<file path="src/rtl/flash_pkg.sv">
package flash_pkg;

  typedef enum logic [1:0] {
    MODE_READ  = 2'd0,
    MODE_PROG  = 2'd1,
    MODE_ERASE = 2'd2,
    MODE_RSVD  = 2'd3
  } accMode_e;

  localparam logic [11:0] OFF_READY     = 12'h400;
  localparam logic [11:0] OFF_READY_ALT = 12'h408;
  localparam logic [11:0] OFF_CFG       = 12'h504;
  localparam logic [11:0] OFF_PG_ERASE  = 12'h508;
  localparam logic [11:0] OFF_ALL_ERASE = 12'h50C;
  localparam logic [11:0] OFF_INF_ERASE = 12'h514;

  // strobes issued by control to the datapath, one cycle wide
  typedef struct packed {
    logic        progMain;
    logic        progInfo;
    logic        erasePage;
    logic        eraseAll;
    logic        eraseInfo;
    logic [15:0] wordIdx;
    logic [15:0] pageIdx;
    logic [31:0] data;
  } opStrobe_t;

endpackage

</file>
<file path="src/rtl/flash_ctrl.sv">
module flash_ctrl
  import flash_pkg::*;
#(
  parameter int ADDR_W      = 16,
  parameter int PAGE_BYTES  = 32,
  parameter int NUM_PAGES   = 4,
  parameter int INFO_BASE   = 'h1000,
  parameter int INFO_BYTES  = 16,
  parameter int PROG_CYCLES = 4,
  parameter int PAGE_CYCLES = 32,
  parameter int FULL_CYCLES = 64
) (
  input  logic              clk,
  input  logic              rstN,
  input  logic [ADDR_W-1:0] busAddr,
  input  logic [31:0]       busWdata,
  input  logic              busWe,
  output accMode_e          mode,
  output logic              busy,
  output opStrobe_t         strb
);

  localparam int MAIN_BYTES = PAGE_BYTES * NUM_PAGES;
  localparam int MAX_CYC    = (FULL_CYCLES > PAGE_CYCLES)
                              ? ((FULL_CYCLES > PROG_CYCLES) ? FULL_CYCLES : PROG_CYCLES)
                              : ((PAGE_CYCLES > PROG_CYCLES) ? PAGE_CYCLES : PROG_CYCLES);
  localparam int CNT_W      = $clog2(MAX_CYC + 1);
  localparam int PAGE_SH    = $clog2(PAGE_BYTES);
  localparam logic [ADDR_W-1:0] REG_BASE = ADDR_W'(1) << (ADDR_W - 1);

  logic [CNT_W-1:0] busyCnt;
  logic inMain, inInfo, regWin;
  logic anyStart;

  assign regWin = busAddr[ADDR_W-1];
  assign inMain = !regWin && (32'(busAddr) < MAIN_BYTES);
  assign inInfo = !regWin && (32'(busAddr) >= INFO_BASE)
                  && (32'(busAddr) < INFO_BASE + INFO_BYTES);

  function automatic logic hitReg(input logic [ADDR_W-1:0] a, input logic [11:0] off);
    return a == (REG_BASE | ADDR_W'(off));
  endfunction

  always_comb begin
    strb = '0;
    strb.data    = busWdata;
    strb.wordIdx = inInfo ? 16'((32'(busAddr) - INFO_BASE) >> 2)
                          : 16'(32'(busAddr) >> 2);
    strb.pageIdx = 16'(busWdata >> PAGE_SH);
    if (busWe && !busy) begin
      if (mode == MODE_PROG) begin
        strb.progMain = inMain;
        strb.progInfo = inInfo;
      end
      if (mode == MODE_ERASE) begin
        strb.erasePage = hitReg(busAddr, OFF_PG_ERASE) && (busWdata < 32'(MAIN_BYTES));
        strb.eraseAll  = hitReg(busAddr, OFF_ALL_ERASE) && busWdata[0];
        strb.eraseInfo = hitReg(busAddr, OFF_INF_ERASE) && busWdata[0];
      end
    end
  end

  assign anyStart = strb.progMain | strb.progInfo | strb.erasePage
                  | strb.eraseAll | strb.eraseInfo;

  always_ff @(posedge clk or negedge rstN) begin
    if (!rstN) begin
      mode <= MODE_READ;
    end else if (busWe && hitReg(busAddr, OFF_CFG)) begin
      mode <= accMode_e'(busWdata[1:0]);
    end
  end

  always_ff @(posedge clk or negedge rstN) begin
    if (!rstN) begin
      busyCnt <= '0;
    end else if (anyStart) begin
      if (strb.eraseAll)
        busyCnt <= CNT_W'(FULL_CYCLES);
      else if (strb.erasePage || strb.eraseInfo)
        busyCnt <= CNT_W'(PAGE_CYCLES);
      else
        busyCnt <= CNT_W'(PROG_CYCLES);
    end else if (busyCnt != '0) begin
      busyCnt <= busyCnt - 1'b1;
    end
  end

  assign busy = (busyCnt != '0);

endmodule

</file>
<file path="src/rtl/flash_datapath.sv">
module flash_datapath
  import flash_pkg::*;
#(
  parameter int ADDR_W     = 16,
  parameter int PAGE_BYTES = 32,
  parameter int NUM_PAGES  = 4,
  parameter int INFO_BASE  = 'h1000,
  parameter int INFO_BYTES = 16
) (
  input  logic              clk,
  input  logic              rstN,
  input  logic [ADDR_W-1:0] busAddr,
  input  accMode_e          mode,
  input  logic              busy,
  input  opStrobe_t         strb,
  output logic [31:0]       busRdata
);

  localparam int PAGE_WORDS = PAGE_BYTES / 4;
  localparam int MAIN_WORDS = PAGE_WORDS * NUM_PAGES;
  localparam int INFO_WORDS = INFO_BYTES / 4;
  localparam int MAIN_BYTES = PAGE_BYTES * NUM_PAGES;
  localparam logic [ADDR_W-1:0] REG_BASE = ADDR_W'(1) << (ADDR_W - 1);

  logic [31:0] mainMem [MAIN_WORDS];
  logic [31:0] infoMem [INFO_WORDS];
  logic [31:0] rdNext;

  // main array: program clears bits, erase restores ones
  always_ff @(posedge clk or negedge rstN) begin
    if (!rstN) begin
      for (int w = 0; w < MAIN_WORDS; w++) mainMem[w] <= '1;
    end else begin
      if (strb.progMain)
        mainMem[strb.wordIdx] <= mainMem[strb.wordIdx] & strb.data;
      for (int w = 0; w < MAIN_WORDS; w++) begin
        if (strb.eraseAll || (strb.erasePage && (32'(strb.pageIdx) == w / PAGE_WORDS)))
          mainMem[w] <= '1;
      end
    end
  end

  always_ff @(posedge clk or negedge rstN) begin
    if (!rstN) begin
      for (int w = 0; w < INFO_WORDS; w++) infoMem[w] <= '1;
    end else begin
      if (strb.progInfo)
        infoMem[strb.wordIdx] <= infoMem[strb.wordIdx] & strb.data;
      if (strb.eraseAll || strb.eraseInfo)
        for (int w = 0; w < INFO_WORDS; w++) infoMem[w] <= '1;
    end
  end

  always_comb begin
    rdNext = '0;
    if (busAddr[ADDR_W-1]) begin
      if (busAddr == (REG_BASE | ADDR_W'(OFF_READY)) ||
          busAddr == (REG_BASE | ADDR_W'(OFF_READY_ALT)))
        rdNext = {31'd0, !busy};
      else if (busAddr == (REG_BASE | ADDR_W'(OFF_CFG)))
        rdNext = {30'd0, mode};
    end else if (32'(busAddr) < MAIN_BYTES) begin
      rdNext = mainMem[32'(busAddr) >> 2];
    end else if ((32'(busAddr) >= INFO_BASE) && (32'(busAddr) < INFO_BASE + INFO_BYTES)) begin
      rdNext = infoMem[(32'(busAddr) - INFO_BASE) >> 2];
    end
  end

  always_ff @(posedge clk or negedge rstN) begin
    if (!rstN) busRdata <= '0;
    else       busRdata <= rdNext;
  end

endmodule

</file>
<file path="src/rtl/flash_controller.sv">
module flash_controller
  import flash_pkg::*;
#(
  parameter int ADDR_W      = 16,
  parameter int PAGE_BYTES  = 32,
  parameter int NUM_PAGES   = 4,
  parameter int INFO_BASE   = 'h1000,
  parameter int INFO_BYTES  = 16,
  parameter int PROG_CYCLES = 4,
  parameter int PAGE_CYCLES = 32,
  parameter int FULL_CYCLES = 64
) (
  input  logic              clk,
  input  logic              rstN,
  input  logic [ADDR_W-1:0] busAddr,
  input  logic [31:0]       busWdata,
  input  logic              busWe,
  output logic [31:0]       busRdata
);

  accMode_e  mode;
  logic      busy;
  opStrobe_t strb;

  flash_ctrl #(
    .ADDR_W(ADDR_W), .PAGE_BYTES(PAGE_BYTES), .NUM_PAGES(NUM_PAGES),
    .INFO_BASE(INFO_BASE), .INFO_BYTES(INFO_BYTES),
    .PROG_CYCLES(PROG_CYCLES), .PAGE_CYCLES(PAGE_CYCLES), .FULL_CYCLES(FULL_CYCLES)
  ) uCtrl (
    .clk(clk), .rstN(rstN), .busAddr(busAddr), .busWdata(busWdata),
    .busWe(busWe), .mode(mode), .busy(busy), .strb(strb)
  );

  flash_datapath #(
    .ADDR_W(ADDR_W), .PAGE_BYTES(PAGE_BYTES), .NUM_PAGES(NUM_PAGES),
    .INFO_BASE(INFO_BASE), .INFO_BYTES(INFO_BYTES)
  ) uData (
    .clk(clk), .rstN(rstN), .busAddr(busAddr), .mode(mode),
    .busy(busy), .strb(strb), .busRdata(busRdata)
  );

endmodule

</file>
<file path="config.mk">
export PLATFORM = sky130hd
export DESIGN_NAME = flash_controller
export DESIGN_NICKNAME = d
export VERILOG_FILES = /design/src/rtl/flash_pkg.sv /design/src/rtl/flash_ctrl.sv /design/src/rtl/flash_datapath.sv /design/src/rtl/flash_controller.sv
export SDC_FILE = /design/constraint.sdc
export NUM_CORES = 2
export LEC_CHECK = 0
export BUFFER_PORTS_ARGS = -buffer_cell sky130_fd_sc_hd__buf_2
export CORE_ASPECT_RATIO = 0.5
export CORE_MARGIN = 5
export CORE_UTILIZATION = 60
export DETAILED_ROUTE_END_ITERATION = 10
export PLACE_DENSITY = 0.76
export SYNTH_ARGS = -nofsm -noshare
export SYNTH_HDL_FRONTEND = slang
export SYNTH_SLANG_ARGS = --single-unit
</file>
<file path="constraint.sdc">
create_clock -name clk -period 4.05 [get_ports clk]
set_input_delay 0.6075 -clock clk [delete_from_list [all_inputs] [get_ports clk]]
set_output_delay 0.6075 -clock clk [all_outputs]
set_load 0.005 [all_outputs]
</file>
==> flow_summary.ini <==
[placement]
io_buffers = 82
dp_hpwl_um = 105900
dpl.cell_count = 5995
place.gp.congestion = 0.9294

[cells_and_area]
n_fill_cell = 6756
multi_input_area_um2 = 24240
area_growth_pct = 9.857
regArea_um2 = 31300
drive_gt1_share_pct = 41.57
final_cells = 6196
nets = 4888

[global_route]
antenna_found_initial = 16
grt_pass1_vias = 43800
track_usage_pct = 33.77
grt_overflow = 0
grt_pass1_wl_um = 269500
grt_max_degree = 257

[timing]
worstMarginPinSlew_ns = 1.270
slew_violations = 0
slew-limit-headroom_pct = 15.02
fin_crit_ns = 3.476
setup_viol = 0
hold_viol = 0
setup_tns_ns = 0
skew_ns = 0.03094
rsz0062_at_grt = no
finalCritPeriodShare_pct = 85.82
fmax_mhz = 287.7

[floorplanning]
core_area_um2 = 95490
die_y_um = 229.5
die-area_um2 = 103000
die_x_um = 448.9
start_util_pct = 60.52
num_io_pins = 83
rows = 80

[synthesis]
synth.distinct_cells = 58
synth_area_um2 = 57790
yosys.area.top_type = dfstp_2
syn_inst = 4998
ys_ff_latch = 1193
synth_edf_count = 0
synth_seq_area_share_pct = 54.15
yosysWarnings = 0
synth_nets = 5053
postSynthAreaPerCell_um2 = 11.56
netlist.area_leader.share_pct = 52.37
ys.flop_type = dfstp_2
synthTopCellsByArea = dfstp_2 (52%), o211ai_1 (12%), mux4_2 (8.7%), nand2_1 (8.3%), mux2i_1 (3.9%)
async_flop_share_pct = 100.0

[detailed_routing]
avgViaCountPerCell = 7.029
wl_per_cell_um = 28.28
vias = 43550
route.detailed.drc = 0
drtIter0Drc = 4980
ant_nets = 0
drt_pre_antenna_iters = 6
drt-total-wl_um = 175200

[power]
peakVddDrop_mv = 0.3134
p_total_mw = 23.80
leakagePower_nw = 23.15
power_density_nw_per_um2 = 374.9

[clock_tree]
htreeDepth = 3
cts_resized = 0
cts.path.max_buffers = 3
holdBufCountCts = 0
cts.sinks = 1193
clock_latency_ns = 0.71
cts-root-buf = clkbuf_16
clkTransAtPathRegs_ns = 0.06
cts_tree = done
cts-buffers-inserted = 107
cts_setup_buffers = 0

[critical_path]
end_kind = flop
worstSetupStartpointType = flop
cp_max_fo = 32
cp.arrival_ns = 4.08
slowest_delay_ns = 0.68
worstPathCellList = inv_1 > ha_1 > or4b_1 > or4_1 > and4bb_4 > nand2_4 > o211ai_1
critPathKind = flop to flop
path_buf_inv = 1
cp.required_ns = 4.65
crit_slowest_cell = or4b_1
crit_family = simple AND/OR/NAND/NOR gates

[run]
max_cap_violations = 0

[status]
run_status = finished clean

[worst_hold_path]
hold_class = input pin to asynchronous set/reset pin
==> area by class of cell <==
cell class / instances / share of cell area (%)
Sequential cell: 1193 / 49.29
Multi-Input combinational cell: 3242 / 38.18
Clock buffer: 153 / 4.903
Timing Repair Buffer: 282 / 4.249
Tap cell: 1271 / 2.505
Clock inverter: 40 / 0.7962
Inverter: 7 / 0.04139
Antenna cell: 8 / 0.03153
==> registers in the layout, summed over array words and instances, names as in the netlist <==
signal / flops
uData.mainMem: 1024
uData.busRdata: 32
uCtrl.mode: 2
uData.infoMem: 128
uCtrl.busyCnt: 7
==> per-layer routing <==
| layer | GRT usage, % | vias to the layer above | wire length (um) |
|---|---|---|---|
| met2 | 50.10 | 2384 | 77610 |
| met1 | 46.55 | 22550 | 69070 |
| met4 | 14.62 | 10 | 8250 |
| met5 | 0 | - | 71 |
| met3 | 10.17 | 524 | 20190 |
| li1 | - | 18080 | - |
==> worst paths after layout <==
| check | startpoint | endpoint | slack [ns] | cells after the start |
|---|---|---|---|---|
| worst min-delay path | rstN | uData.mainMem[447] | 0.22 | 1 |
| min in group clk | busAddr[8] | uCtrl.mode[0] | 0.35 | 3 |
| worst max-delay path | uCtrl.busyCnt[0] | uData.mainMem[0] | 0.57 | 7 |
| max in group asynchronous | rstN | uData.mainMem[254] | 2.95 | 2 |
| worst max register to register | uCtrl.busyCnt[0] | uData.mainMem[0] | 0.57 | 7 |
| worst min register to register | uData.mainMem[771] | uData.mainMem[771] | 0.49 | 2 |
==> placed cells by master, fill, tap and decap left out, types with 22 or more instances in the layout <==
cell type | netlist | final
a22oi_1 | 49 | 49
and2_1 | 35 | 34
buf_12 | 0 | 60
buf_2 | 168 | 78
buf_4 | 22 | 140
clkbuf_1 | 311 | 22
clkbuf_16 | 0 | 109
clkbuf_8 | 0 | 23
dfrtp_1 | 41 | 41
dfstp_2 | 1152 | 1152
mux2_2 | 34 | 34
mux2i_1 | 224 | 224
mux4_2 | 224 | 224
nand2_1 | 1274 | 1273
nand3_1 | 78 | 52
nand3_2 | 0 | 26
nand4_1 | 41 | 41
o211ai_1 | 904 | 904
o211ai_2 | 120 | 120
o21ai_0 | 35 | 35
o22a_1 | 29 | 29
==> cell usage after synthesis, types with 4 or more instances <==
library cell / instances
buf_2: 168
nor2b_1: 7
dfstp_2: 1152
o211ai_1: 904
mux2i_1: 224
or3b_2: 5
nand4b_1: 4
o22a_1: 29
o21ai_0: 35
dfrtp_1: 41
o211ai_2: 120
o22ai_1: 19
mux2_2: 34
nand4_1: 41
or2_2: 5
nor3_1: 10
a22o_1: 19
clkbuf_1: 311
buf_4: 22
o21ai_1: 4
inv_1: 7
buf_6: 12
nand3_1: 78
buf_1: 43
nor2_1: 14
nor4_4: 5
ha_1: 4
nor4_1: 14
and3b_1: 4
nand2_1: 1274
a22oi_1: 49
and2_1: 35
nand2_4: 4
mux4_2: 224
nor4b_1: 5
a2111o_1: 19
nor3b_1: 4
a221oi_1: 14
==> cells by family (layout without fill, tap and decap cells) <==
kind of cell / count (synthesis) / after routing / synth area share, %
and+or+nand+nor: 1530 / 1530 / 11.16
AOI/OAI and AO/OA: 1221 / 1221 / 16.94
DFF: 1193 / 1193 / 54.15
buffers and inverters: 563 / 482 / 4.319
muxes: 482 / 482 / 13.27
xor gates and xnor gates: 5 / 5 / 0.07579
adders and majority gates: 4 / 4 / 0.08660
other: 0 / 8 / 0
==> per-stage QoR <==
step	hold slack, ns	cell area (um^2)	util [%]	worst slack (ns)
floorplan	0.3119	57790	-	1.271
global placement	0.4786	59850	62.68	0.5096
detailed placement	0.4847	59850	62.68	0.4832
CTS	0.1781	63470	66.47	0.6290
global route	0.2179	63490	66.48	0.5041
finish	0.2169	63490	66.49	0.5745
==> where the power goes <==
group	leakage, nW	switching [mW]	internal (mW)	total, mW
logic	8.94	0.876	0.278	1.15
registers	12.4	0.000862	12.0	12.0
clock network	1.78	4.63	6.04	10.7
Note: power is estimated with default switching activity, not from simulation.
